$ cat src/rtl/relay_chain_pkg.sv
package relay_chain_pkg;

    typedef enum logic [1:0] {
        OP_SELECT  = 2'd0,
        OP_ALL_OFF = 2'd1,
        OP_HIZ     = 2'd2,
        OP_RAW     = 2'd3
    } relay_op_e;

    typedef enum logic {
        PULSE_SHIFT = 1'b0,
        PULSE_LATCH = 1'b1
    } pulse_kind_e;

    typedef struct packed {
        pulse_kind_e kind;
        logic        data;
        logic        clr_n;
    } pulse_req_t;

    // Pulses needed to walk the marker off the far end of the chain.
    function automatic int flush_pulses(int pos, int n_pos);
        return 2 * (n_pos - pos);
    endfunction

endpackage

$ cat src/rtl/relay_pulse_gen.sv
module relay_pulse_gen
    import relay_chain_pkg::*;
#(
    parameter int HALF_CYC = 2
) (
    input  logic       clk,
    input  logic       rst,
    input  logic       start,
    input  pulse_req_t req,
    output logic       busy,
    output logic       done,
    output logic       sr_clk,
    output logic       sr_data,
    output logic       sr_clr_n,
    output logic       latch_clk
);
    localparam int TW = (HALF_CYC > 1) ? $clog2(HALF_CYC) : 1;

    typedef enum logic [1:0] {PG_IDLE, PG_SETUP, PG_HIGH} pg_state_e;

    pg_state_e   st;
    logic [TW-1:0] tmr;
    pulse_kind_e kind;

    assign busy = (st != PG_IDLE);

    always_ff @(posedge clk) begin
        if (rst) begin
            st        <= PG_IDLE;
            tmr       <= '0;
            kind      <= PULSE_SHIFT;
            sr_data   <= 1'b0;
            sr_clr_n  <= 1'b1;
            sr_clk    <= 1'b0;
            latch_clk <= 1'b0;
            done      <= 1'b0;
        end else begin
            done <= 1'b0;
            case (st)
                PG_IDLE: begin
                    if (start) begin
                        kind     <= req.kind;
                        sr_data  <= req.data;
                        sr_clr_n <= req.clr_n;
                        tmr      <= TW'(HALF_CYC - 1);
                        st       <= PG_SETUP;
                    end
                end
                PG_SETUP: begin
                    if (tmr == '0) begin
                        tmr       <= TW'(HALF_CYC - 1);
                        sr_clk    <= (kind == PULSE_SHIFT);
                        latch_clk <= (kind == PULSE_LATCH);
                        st        <= PG_HIGH;
                    end else begin
                        tmr <= tmr - 1'b1;
                    end
                end
                PG_HIGH: begin
                    if (tmr == '0) begin
                        sr_clk    <= 1'b0;
                        latch_clk <= 1'b0;
                        sr_clr_n  <= 1'b1;
                        done      <= 1'b1;
                        st        <= PG_IDLE;
                    end else begin
                        tmr <= tmr - 1'b1;
                    end
                end
                default: st <= PG_IDLE;
            endcase
        end
    end

    // the two chain clocks never overlap
    p_clocks_exclusive_r12: assert property (@(posedge clk) disable iff (rst)
        !(sr_clk && latch_clk));

    // data and clear hold steady across a high clock phase
    p_data_steady_r12: assert property (@(posedge clk) disable iff (rst)
        (sr_clk || latch_clk) |-> ($stable(sr_data) && $stable(sr_clr_n)));

    // clear is only ever driven low together with a shift pulse, never a latch
    p_clear_no_latch_r7: assert property (@(posedge clk) disable iff (rst)
        !sr_clr_n |-> !latch_clk);

endmodule

$ cat src/rtl/relay_chain_ctrl.sv
module relay_chain_ctrl
    import relay_chain_pkg::*;
#(
    parameter int NUM_CH   = 16,
    parameter int RAW_W    = 32,
    parameter int HALF_CYC = 2,
    localparam int NPOS    = NUM_CH + 1,
    localparam int PW      = $clog2(NPOS),
    localparam int NBW     = $clog2(RAW_W + 1)
) (
    input  logic             clk,
    input  logic             rst,
    input  logic             cmd_valid,
    input  logic [1:0]       cmd_op,
    input  logic [PW-1:0]    cmd_ch,
    input  logic             cmd_pol,
    input  logic [RAW_W-1:0] cmd_bits,
    input  logic [NBW-1:0]   cmd_nbits,
    output logic             busy,
    output logic             done,
    output logic [PW-1:0]    cur_pos,
    output logic             pol,
    output logic             sr_clk,
    output logic             sr_data,
    output logic             sr_clr_n,
    output logic             latch_clk
);
    localparam int CW = $clog2(2 * NPOS + RAW_W + 1);

    // remaining pulses per phase, issued in this priority order
    logic             n_clear;
    logic [CW-1:0]    n_flush;
    logic [1:0]       n_seed;
    logic [CW-1:0]    n_step;
    logic [CW-1:0]    n_raw;
    logic             n_latch;
    logic [RAW_W-1:0] raw_word;
    logic             wait_pg;
    logic             upd_pos, upd_pol, next_pol;
    logic [PW-1:0]    next_pos;

    // plan computed for the command at the port
    logic             p_clear, p_latch, p_updpos, p_updpol;
    logic [CW-1:0]    p_flush, p_step, p_raw;
    logic [1:0]       p_seed;
    logic             ch_ok, accept;

    logic             pg_start, pg_busy, pg_done, any_left, finish;
    pulse_req_t       pg_req;

    assign ch_ok  = (cmd_ch != '0) && (int'(cmd_ch) <= NUM_CH);
    assign accept = cmd_valid && !busy &&
                    ((relay_op_e'(cmd_op) != OP_SELECT) || ch_ok);

    always_comb begin
        int pos_i, tgt_i, nb_i;
        pos_i    = int'(cur_pos);
        tgt_i    = int'(cmd_ch);
        nb_i     = int'(cmd_nbits);
        if (nb_i > RAW_W) nb_i = RAW_W;
        p_clear  = 1'b0;
        p_flush  = '0;
        p_seed   = '0;
        p_step   = '0;
        p_raw    = '0;
        p_latch  = 1'b0;
        p_updpos = 1'b0;
        p_updpol = 1'b0;
        case (relay_op_e'(cmd_op))
            OP_SELECT: begin
                if (pos_i != 0 && tgt_i < pos_i) begin
                    p_flush = CW'(flush_pulses(pos_i, NPOS));
                    pos_i   = 0;
                end
                if (pos_i == 0) begin
                    p_seed = 2'd2;
                    p_step = CW'(2 * (tgt_i - 1));
                end else begin
                    p_step = CW'(2 * (tgt_i - pos_i));
                end
                p_latch  = 1'b1;
                p_updpos = 1'b1;
                p_updpol = 1'b1;
            end
            OP_ALL_OFF: begin
                if (pos_i != 0) begin
                    p_flush = CW'(flush_pulses(pos_i, NPOS));
                    p_latch = 1'b1;
                end
                p_updpos = 1'b1;
            end
            OP_HIZ: begin
                p_clear = 1'b1;
                p_latch = 1'b1;
            end
            default: begin
                p_clear  = 1'b1;
                p_raw    = CW'(nb_i);
                p_latch  = 1'b1;
                p_updpol = 1'b1;
            end
        endcase
    end

    assign any_left = n_clear || n_latch || (n_flush != '0) || (n_seed != '0) ||
                      (n_step != '0) || (n_raw != '0);
    assign pg_start = busy && !wait_pg && !pg_busy && any_left;
    assign finish   = busy && !wait_pg && !pg_busy && !any_left;

    always_comb begin
        pg_req = '{kind: PULSE_SHIFT, data: 1'b0, clr_n: 1'b1};
        if (n_clear)               pg_req.clr_n = 1'b0;
        else if (n_flush != '0)    pg_req.data  = ~n_flush[0];
        else if (n_seed != '0)     pg_req.data  = (n_seed == 2'd1);
        else if (n_step != '0)     pg_req.data  = ~n_step[0];
        else if (n_raw != '0)      pg_req.data  = raw_word[0];
        else                       pg_req.kind  = PULSE_LATCH;
    end

    always_ff @(posedge clk) begin
        if (rst) begin
            busy     <= 1'b1;
            done     <= 1'b0;
            cur_pos  <= '0;
            pol      <= 1'b1;
            n_clear  <= 1'b0;
            n_flush  <= CW'(2 * NPOS);
            n_seed   <= '0;
            n_step   <= '0;
            n_raw    <= '0;
            n_latch  <= 1'b1;
            raw_word <= '0;
            wait_pg  <= 1'b0;
            upd_pos  <= 1'b1;
            upd_pol  <= 1'b0;
            next_pos <= '0;
            next_pol <= 1'b1;
        end else begin
            done <= 1'b0;
            if (accept) begin
                busy     <= 1'b1;
                n_clear  <= p_clear;
                n_flush  <= p_flush;
                n_seed   <= p_seed;
                n_step   <= p_step;
                n_raw    <= p_raw;
                n_latch  <= p_latch;
                raw_word <= cmd_bits;
                upd_pos  <= p_updpos;
                upd_pol  <= p_updpol;
                next_pos <= (relay_op_e'(cmd_op) == OP_SELECT) ? cmd_ch : '0;
                next_pol <= cmd_pol;
            end
            if (pg_start) begin
                wait_pg <= 1'b1;
                if (n_clear)            n_clear <= 1'b0;
                else if (n_flush != '0) n_flush <= n_flush - 1'b1;
                else if (n_seed != '0)  n_seed  <= n_seed - 1'b1;
                else if (n_step != '0)  n_step  <= n_step - 1'b1;
                else if (n_raw != '0) begin
                    n_raw    <= n_raw - 1'b1;
                    raw_word <= raw_word >> 1;
                end
                else                    n_latch <= 1'b0;
            end else if (pg_done) begin
                wait_pg <= 1'b0;
            end
            if (finish) begin
                busy <= 1'b0;
                done <= 1'b1;
                if (upd_pos) cur_pos <= next_pos;
                if (upd_pol) pol     <= next_pol;
            end
        end
    end

    relay_pulse_gen #(.HALF_CYC(HALF_CYC)) i_pulse (
        .clk       (clk),
        .rst       (rst),
        .start     (pg_start),
        .req       (pg_req),
        .busy      (pg_busy),
        .done      (pg_done),
        .sr_clk    (sr_clk),
        .sr_data   (sr_data),
        .sr_clr_n  (sr_clr_n),
        .latch_clk (latch_clk)
    );

    // the tracked position never leaves 0..NUM_CH
    p_pos_range_r2: assert property (@(posedge clk) disable iff (rst)
        int'(cur_pos) <= NUM_CH);

    // done appears only as busy falls
    p_done_follows_busy_r10: assert property (@(posedge clk) disable iff (rst)
        done |-> (!busy && $past(busy)));

    // polarity never moves in the middle of a command
    p_pol_steady_r9: assert property (@(posedge clk) disable iff (rst)
        (busy && $past(busy)) |-> $stable(pol));

    // chain pins rest while idle
    p_idle_quiet_r5: assert property (@(posedge clk) disable iff (rst)
        !busy |-> (!sr_clk && !latch_clk && sr_clr_n));

    // a busy controller keeps its position while a command runs
    p_pos_steady_r10: assert property (@(posedge clk) disable iff (rst)
        (busy && $past(busy)) |-> $stable(cur_pos));

endmodule

$ cat config.mk
export PLATFORM = sky130hd
export DESIGN_NAME = relay_chain_ctrl
export DESIGN_NICKNAME = d
export VERILOG_FILES = /design/src/rtl/relay_chain_pkg.sv /design/src/rtl/relay_pulse_gen.sv /design/src/rtl/relay_chain_ctrl.sv
export SDC_FILE = /design/constraint.sdc
export NUM_CORES = 1
export LEC_CHECK = 0
export BUFFER_PORTS_ARGS = -buffer_cell sky130_fd_sc_hd__buf_4
export CAP_MARGIN = 20
export CORE_ASPECT_RATIO = 0.8
export CORE_UTILIZATION = 40
export DETAILED_ROUTE_END_ITERATION = 8
export HOLD_SLACK_MARGIN = 0.02
export PLACE_DENSITY_LB_ADDON = 0.1
export SYNTH_ARGS = -nofsm -noshare
export SYNTH_HDL_FRONTEND = slang
export SYNTH_HIERARCHICAL = 1
export SYNTH_SLANG_ARGS = --single-unit
$ cat constraint.sdc
create_clock -name clk -period 2.9 [get_ports clk]
set_clock_uncertainty 0.05 [all_clocks]
set_input_delay 0.29 -clock clk [delete_from_list [all_inputs] [get_ports clk]]
set_output_delay 0.29 -clock clk [all_outputs]
set_load 0.02 [all_outputs]
==> results.toml, run 1 <==
[outcome]
status = "finished, final reports clean"

[synth]
synthCells = 516
ys_types = 58
postSynth.asyncResetShare_pct = 0
syn_area_mm2 = 0.00444
yosysSeqAreaShare_pct = 37.4
ys_warn_count = 6
ys.flop_type = "dfxtp_1"
synth-seq-cells = 83
syn_area_per_cell_um2 = 8.60
syn_nets = 584
synth_edf_count = 0

[routing]
firstDrtPassIters = 5
drt-wirelength-per-cell_um = 14.8
dr_total_vias = 3930
routed_wl_um = 10800
viasPerCell = 5.35
drc_errors = 0
drtIter0Drc = 240
ant_nets = 0

[sta]
timing.final.ws_setup_ns = 0.109
tightest_slew_ns = 0.772
period_minus_slack_ns = 2.79
setup_viol = 0
slew_headroom_pct = 48.6
setup-tns-final_ns = 0
clock.fmax_ghz = 0.358
post-route-period-util_pct = 96.3
finalHoldViolations = 0
drv_slew = 0

[floorplanning]
die_h_um = 96.2
placeableCoreArea_mm2 = 0.0108
rows = 34
ios = 61
die_w_um = 120
die_area_mm2 = 0.0115
start_util_pct = 40.9

[layout]
drive_above_1_share_pct = 20.8
final_nets = 654
area_delta_synth_final_pct = 24.2
fillers = 1062
seq_area_mm2 = 0.00167
antenna_cells = 0
finalNonFillerCells = 734
layout.cells.most_common = "buf_4"
layout_common_cells = "buf_4 (84), dfxtp_1 (81), nor2_1 (75)"
finalInstanceArea_mm2 = 0.00551
multi_input_area_mm2 = 0.00264

[pwr]
intPower_w = 0.00217
leakage_nw = 2.21
total_power_w = 0.00309
power_frac_comb_pct = 23.5
power_density_mw_per_mm2 = 560
pwr-share-clk_pct = 35.0
p_sw_share_pct = 29.7
switching_power_w = 0.000918
vdd_drop_max_mv = 0.298
seqPwrFrac_pct = 41.5

[global_routing]
first_global_vias = 3517
antenna_found_initial = 0
grt_start_max_net_pins = 75
grt_pass1_wl_um = 17500
grtUsageTotal_pct = 19.3
gr-total-overflow = 0

[setup_path]
critPathLaunchType = "register"
worstSetupEndpointType = "register"
path_cells = "inv_1 > ha_2 > or3b_4 > or4_4 > or4b_4 > nand2b_4 > or4_1 > a31oi_1"
critical_path_arrival_ns = 3.00
slowest_delay_ns = 0.54
cp_max_fo = 5
required_ns = 3.11
r2r_slack_ns = 0.11
slowest_stage = "or4b_4"
crit_type = "reg -> reg"

[placement]
dp.cells = 716
dp.final_hpwl_um = 7650
placed_area_mm2 = 0.00515
pre_cts_slack_ns = 0.0382
port_buffers = 60
gp_congestion = 0.849

[hold_path]
min_path_type = "in -> reg"

[clocking]
clockBufferDepth = 2
cts_num_sinks = 83
clkLatencyLatePin_ns = 0.34
cts_max_level = 3
cts_root_buf = "clkbuf_16"
cts_tree = "yes"
clk_pin_slew_ns = 0.06
numCtsBuffers = 9

[flow_run]
cap_violations = 0
==> routing by layer <==
layer  GRT usage (%)  wire, µm  share of wire (%)  vias up
li1                -         -                  -     2023
met1            26.5      5520                 51     1829
met2            29.7      4770                 44       70
met3            4.68       423                3.9        8
met4            6.25       127                1.2        0
met5               0         0                  0        -
==> critical path, delay by kind of cell, from the launching register on <==
family                     cells  cell delay (ns)
buffers and inverters          1             0.06
adders and majority gates      1             0.18
DFF                            1             0.33
AOI/OAI and AO/OA              1             0.13
and+or+nand+nor                5             1.97
==> synth_stat cells, types with 11 or more instances <==
cell type,instances,share of area (%)
dfxtp_1,83,37
nor2_1,76,6.4
mux2i_1,41,9.2
a211oi_1,35,5.9
a21oi_1,27,3.0
inv_1,24,2.0
nand2_1,23,1.9
clkbuf_1,20,1.7
ha_1,18,5.1
a31oi_1,16,2.3
nand3_1,16,1.8
nor3_1,16,1.8
o21ai_0,11,1.2
==> path summary, 6_finish.rpt <==
path                            cells after the start        to  startpoint
worst max-delay path                                8  n_raw[3]   n_step[1]
worst min-delay path                                3  next_pol     cmd_pol
worst max register to register                      8  n_raw[3]   n_step[1]
worst min register to register                      2  next_pol    next_pol
==> kinds of logic (layout without fill, tap and decap cells) <==
group                      after synthesis  count (layout)  share of synthesized area (%)
and+or+nand+nor                        186             186                           21.6
buffers and inverters                   50             124                           4.60
xor gates and xnor gates                11              11                           2.17
DFF                                     83              83                           37.4
adders and majority gates               19              19                           5.53
AOI/OAI and AO/OA                      125             125                           19.2
muxes                                   42              42                           9.50
==> stage by stage <==
stage               hold WS, ns  utilization [%]
finish                    0.120             50.8
global route              0.151             50.8
floorplan                 0.364                -
global placement          0.414             47.4
CTS                       0.111             50.0
detailed placement        0.424             47.4
==> area by class of cell <==
type                       count  area share, %
multi-input combinational    383           47.9
sequential                    83           30.2
timing repair buffer          85           11.8
clock buffer                  14           4.97
tap                          144           3.27
inverter                      24           1.68
clock inverter                 1          0.136
==> power groups by stage <==
stage	sequential, W	clock, W	combinational [W]
after global placement	0.00131	0	0.000703
after CTS	0.00128	0.00111	0.000712
final	0.00128	0.00108	0.000725
after global routing	0.00130	0.00116	0.000799
after detailed placement	0.00131	0	0.000709
after floorplan	0.00130	0	0.000508
==> flip-flops by register name (all words and copies together), names as in the netlist, 2 cells and up <==
signal and cells:
next_pos 5, n_step 7, n_flush 7, raw_word 32, n_seed 2, i_pulse/st 2
n_raw 7, cur_pos 5
==> timing repair <==
action / CTS / global route
setup endpoints to repair: 0 / 17
hold buffers: 0 / 0
buffers inserted: 0 / 3
resized for setup: 0 / 16
(Power assumes the default switching activity.)
==> inputs of run 2 (changes only) <==
--- a/constraint.sdc
+++ b/constraint.sdc
@@ -3,3 +3,3 @@
 set_input_delay 0.29 -clock clk [delete_from_list [all_inputs] [get_ports clk]]
 set_output_delay 0.29 -clock clk [all_outputs]
-set_load 0.02 [all_outputs]
+set_load 0.1 [all_outputs]
==> results.toml, run 2 (synthesis gave the netlist of run 1 again) <==
[sta]
post-route-period-util_pct = 96.7
slew_headroom_pct = 51.9
setup_viol = 0
drv_slew = 0
tightest_slew_ns = 0.722
hold_ws_ns = 0.112
clock.fmax_ghz = 0.356
finalHoldViolations = 0
period_minus_slack_ns = 2.81

[pwr]
power_density_mw_per_mm2 = 568
total_power_w = 0.00314
vdd_drop_max_mv = 0.282
leakage_nw = 2.21

[clocking]
cts_root_buf = "clkbuf_16"
numCtsBuffers = 9
clk_pin_slew_ns = 0.06
clockBufferDepth = 2
cts_tree = "yes"
cts_max_level = 3
cts_num_sinks = 83
clkLatencyLatePin_ns = 0.34

[setup_path]
path_cells = "inv_1 > ha_2 > or3b_4 > or4_4 > or4b_4 > nand2b_4 > or4_1 > a31oi_1"
required_ns = 3.11
crit_type = "reg -> reg"
slowest_stage = "or4b_4"
cp_max_fo = 5
worstSetupEndpointType = "register"
critPathLaunchType = "register"
critical_path_arrival_ns = 3.01
slowest_delay_ns = 0.55

[floorplanning]
rows = 34
ios = 61
die_h_um = 96.2
start_util_pct = 40.9
placeableCoreArea_mm2 = 0.0108
die_w_um = 120
die_area_mm2 = 0.0115

[placement]
gp_congestion = 0.822
dp.final_hpwl_um = 8030
port_buffers = 60

[routing]
drc_errors = 1
firstDrtPassIters = 6
drtIter0Drc = 188
dr_total_vias = 3983
viasPerCell = 5.41
drt-wirelength-per-cell_um = 15.1
routed_wl_um = 11100
ant_nets = 0

[global_routing]
antenna_found_initial = 0
grt_pass1_wl_um = 18300
grtUsageTotal_pct = 20.1
grt_start_max_net_pins = 69
gr-total-overflow = 0
first_global_vias = 3753

[layout]
area_delta_synth_final_pct = 24.6
largest_register_ffs = 32
fillers = 1061
final_nets = 655
drive_above_1_share_pct = 21.6
antenna_cells = 0
layout.cells.most_common = "buf_4"
layout_common_cells = "buf_4 (83), dfxtp_1 (78), nor2_1 (76)"
regMostFlops = "raw_word"

[flow_run]
cap_violations = 0

[hold_path]
min_path_type = "in -> reg"

[outcome]
violations = "DRC"
status = "complete, but fails checks"
run 2: cell count changes in the layout (fill, tap and decap cells not counted), sizes merged:
cell,change
clkbuf,-5
inv,+1
clkinv,+4
buf,+1
clkinvlp,+1
run 2: final timing paths:
path / start / endpoint / slack, ns / cells after the start
worst min-delay path: cmd_pol / next_pol / 0.11 / 3
worst max-delay path: n_step[1] / n_raw[5] / 0.09 / 8
worst min register to register: next_pol / next_pol / 0.42 / 2
worst max register to register: n_step[1] / n_raw[5] / 0.09 / 8
run 2: layer usage:
metal | vias to the layer above | share of wire (%) | track usage, %
met4 | 0 | 0.43 | 4.69
met5 | - | 0 | 0
li1 | 2027 | - | -
met1 | 1894 | 50 | 27.1
met2 | 58 | 46 | 31.6
met3 | 4 | 3.6 | 5.63
run 2: cell type report:
cell class	instances	area, µm²	area share (%)
clock buffer	9	225	4.07
sequential	83	1680	30.3
multi-input combinational	383	2640	47.7
clock inverter	7	42.5	0.769
tap	144	180	3.26
inverter	24	90.1	1.63
timing repair buffer	86	674	12.2
run 2: worst max-delay path, delay by kind of cell, from the launching register on:
kind	cells	cell delay [ns]
AO/OA/AOI/OAI	1	0.14
adder cells (fa/ha/maj)	1	0.17
AND/OR/NAND/NOR	5	1.98
flip-flops	1	0.33
buffers and inverters	1	0.06
run 2: power breakdown:
group | internal [W] | switching, W
logic | 0.000323 | 0.000495
registers | 0.00121 | 0.0000736
clock network | 0.000575 | 0.000467
run 2: repair_timing:
item                       4_1_cts  5_1_grt
resized for setup                0       10
buffers inserted                 0        1
hold buffers                     0        0
setup endpoints to repair        0        6
run 2: stage by stage:
step | cells | utilization, % | setup TNS [ns] | setup slack (ns) | area (µm²)
final | 736 | 51.0 | 0 | 0.0949 | 5530
after global routing | 736 | 51.0 | -0.0335 | -0.0335 | 5530
after CTS | 735 | 50.5 | 0 | 0.0292 | 5480
after detailed placement | 719 | 48.0 | 0 | 0.0476 | 5210
after global placement | 719 | 48.0 | 0 | 0.137 | 5210
after floorplan | 516 | - | 0 | 0.00257 | 4470
==> inputs of run 3 (changes only) <==
- CELL_PAD_IN_SITES_DETAIL_PLACEMENT: not set -> 0
- CELL_PAD_IN_SITES_GLOBAL_PLACEMENT: not set -> 1
- CORE_UTILIZATION: 40 -> 39
==> results.toml, run 3 (synthesis gave the netlist of run 1 again) <==
[global_routing]
grt_start_max_net_pins = 73
grt_pass1_wl_um = 18500
first_global_vias = 3803
antenna_found_initial = 0
gr-total-overflow = 0
grtUsageTotal_pct = 19.8

[layout]
finalInstanceArea_mm2 = 0.00568
fillers = 1036
layout.cells.most_common = "buf_4"
area_delta_synth_final_pct = 28.0
antenna_cells = 0
regMostFlops = "raw_word"
layout_common_cells = "buf_4 (88), nor2_1 (76), dfxtp_1 (76)"
drive_above_1_share_pct = 23.1
final_nets = 661
final_core_util_pct = 51.7
largest_register_ffs = 32

[setup_path]
crit_path_start = "n_step[1]"
r2r_end = "n_raw[3]"
critPathLaunchType = "register"
worstSetupEndpointType = "register"
cp-endpoint = "n_raw[3]"
required_ns = 3.11
r2r_start = "n_step[1]"
crit_type = "reg -> reg"
cp_max_fo = 5
r2r_cells = 8
r2r_slack_ns = 0.08
critical_path_arrival_ns = 3.03

[sta]
finalHoldViolations = 0
period_minus_slack_ns = 2.82
clock.fmax_ghz = 0.354
slew_headroom_pct = 48.1
rsz0062_at_grt = "true"
setup_viol = 0
drv_slew = 0
post-route-period-util_pct = 97.4
tightest_slew_ns = 0.778

[placement]
placed_area_mm2 = 0.00525
port_buffers = 60
gp_congestion = 0.823
dp.final_hpwl_um = 8130

[floorplanning]
placeableCoreArea_mm2 = 0.0110
die_w_um = 121
rows = 34
die_h_um = 97.4
die_area_mm2 = 0.0118
ios = 61
start_util_pct = 40.4

[routing]
ant_nets = 0
routed_wl_um = 11200
drt-wirelength-per-cell_um = 15.1
firstDrtPassIters = 5
drc_errors = 0
dr_total_vias = 3927
viasPerCell = 5.29
drtIter0Drc = 233

[clocking]
numCtsBuffers = 9
clkLatencyLatePin_ns = 0.35
cts_tree = "yes"
clockBufferDepth = 2
clk_pin_slew_ns = 0.06
cts_root_buf = "clkbuf_16"
cts_max_level = 3
postCtsHoldBufs = 0
cts_num_sinks = 83

[hold_path]
min_from = "cmd_pol"
min_path_type = "in -> reg"

[pwr]
leakage_nw = 2.29
vdd_drop_max_mv = 0.282
intPower_w = 0.00232
total_power_w = 0.00339
p_sw_share_pct = 31.7
pwr-share-clk_pct = 37.5
power_frac_comb_pct = 24.8
seqPwrFrac_pct = 37.7
power_density_mw_per_mm2 = 597
switching_power_w = 0.00108

[outcome]
status = "finished, final reports clean"

[flow_run]
cap_violations = 0
==> run 3: cell type report <==
cell class | count | area [µm²] | area share, %
Timing Repair Buffer | 92 | 741 | 13.0
Multi-Input combinational cell | 383 | 2660 | 46.8
Inverter | 24 | 90.1 | 1.59
Tap cell | 144 | 180 | 3.17
Sequential cell | 83 | 1680 | 29.6
Clock buffer | 9 | 225 | 3.97
Clock inverter | 7 | 105 | 1.85
==> run 3: power by group through the flow <==
stage | sequential (W) | combinational (W) | clock, W
after floorplan | 0.00138 | 0.000512 | 0
after global placement | 0.00130 | 0.000823 | 0
after detailed placement | 0.00130 | 0.000828 | 0
after CTS | 0.00128 | 0.000832 | 0.00130
after global routing | 0.00129 | 0.000929 | 0.00135
final | 0.00128 | 0.000840 | 0.00127
==> run 3: stage by stage <==
| step | setup TNS [ns] | std cells | hold slack, ns | setup WS [ns] |
|---|---|---|---|---|
| after floorplan | 0 | 516 | 0.364 | 0.00257 |
| after global placement | 0 | 722 | 0.408 | 0.0929 |
| after detailed placement | 0 | 722 | 0.417 | 0.0458 |
| after CTS | 0 | 738 | 0.112 | 0.0283 |
| after global routing | -0.00385 | 742 | 0.113 | -0.00385 |
| final | 0 | 742 | 0.114 | 0.0759 |
==> run 3: critical path, stage by stage (launching register included) <==
cell and delay, ns:
dfxtp_2 0.33, inv_1 0.05, ha_2 0.17, or3b_4 0.40, or4_4 0.45, or4b_4 0.55, nand2b_4 0.18, or4_4 0.40
a31oi_1 0.16
==> run 3: repair_timing <==
| action | 4_1_cts | 5_1_grt |
|---|---|---|
| setup buffers | 0 | 4 |
| gates resized for setup | 0 | 13 |
| endpoints found under the setup margin | 0 | 5 |
==> run 3: per-layer routing <==
metal / up-vias / GRT usage, % / part of all wire, %
met5: - / 0 / 0
li1: 2044 / - / -
met3: 15 / 4.75 / 3.6
met4: 0 / 6.93 / 1.6
met2: 62 / 29.0 / 43
met1: 1806 / 28.1 / 52
==> run 3: how the worst min path moves through the flow <==
stage	endpoint	slack, ns	depth (start not counted)
final	next_pol	0.11	3
after global routing	next_pol	0.11	3
after CTS	next_pol	0.11	3
after detailed placement	next_pol	0.42	2
after global placement	next_pol	0.41	2
after floorplan	next_pol	0.36	2
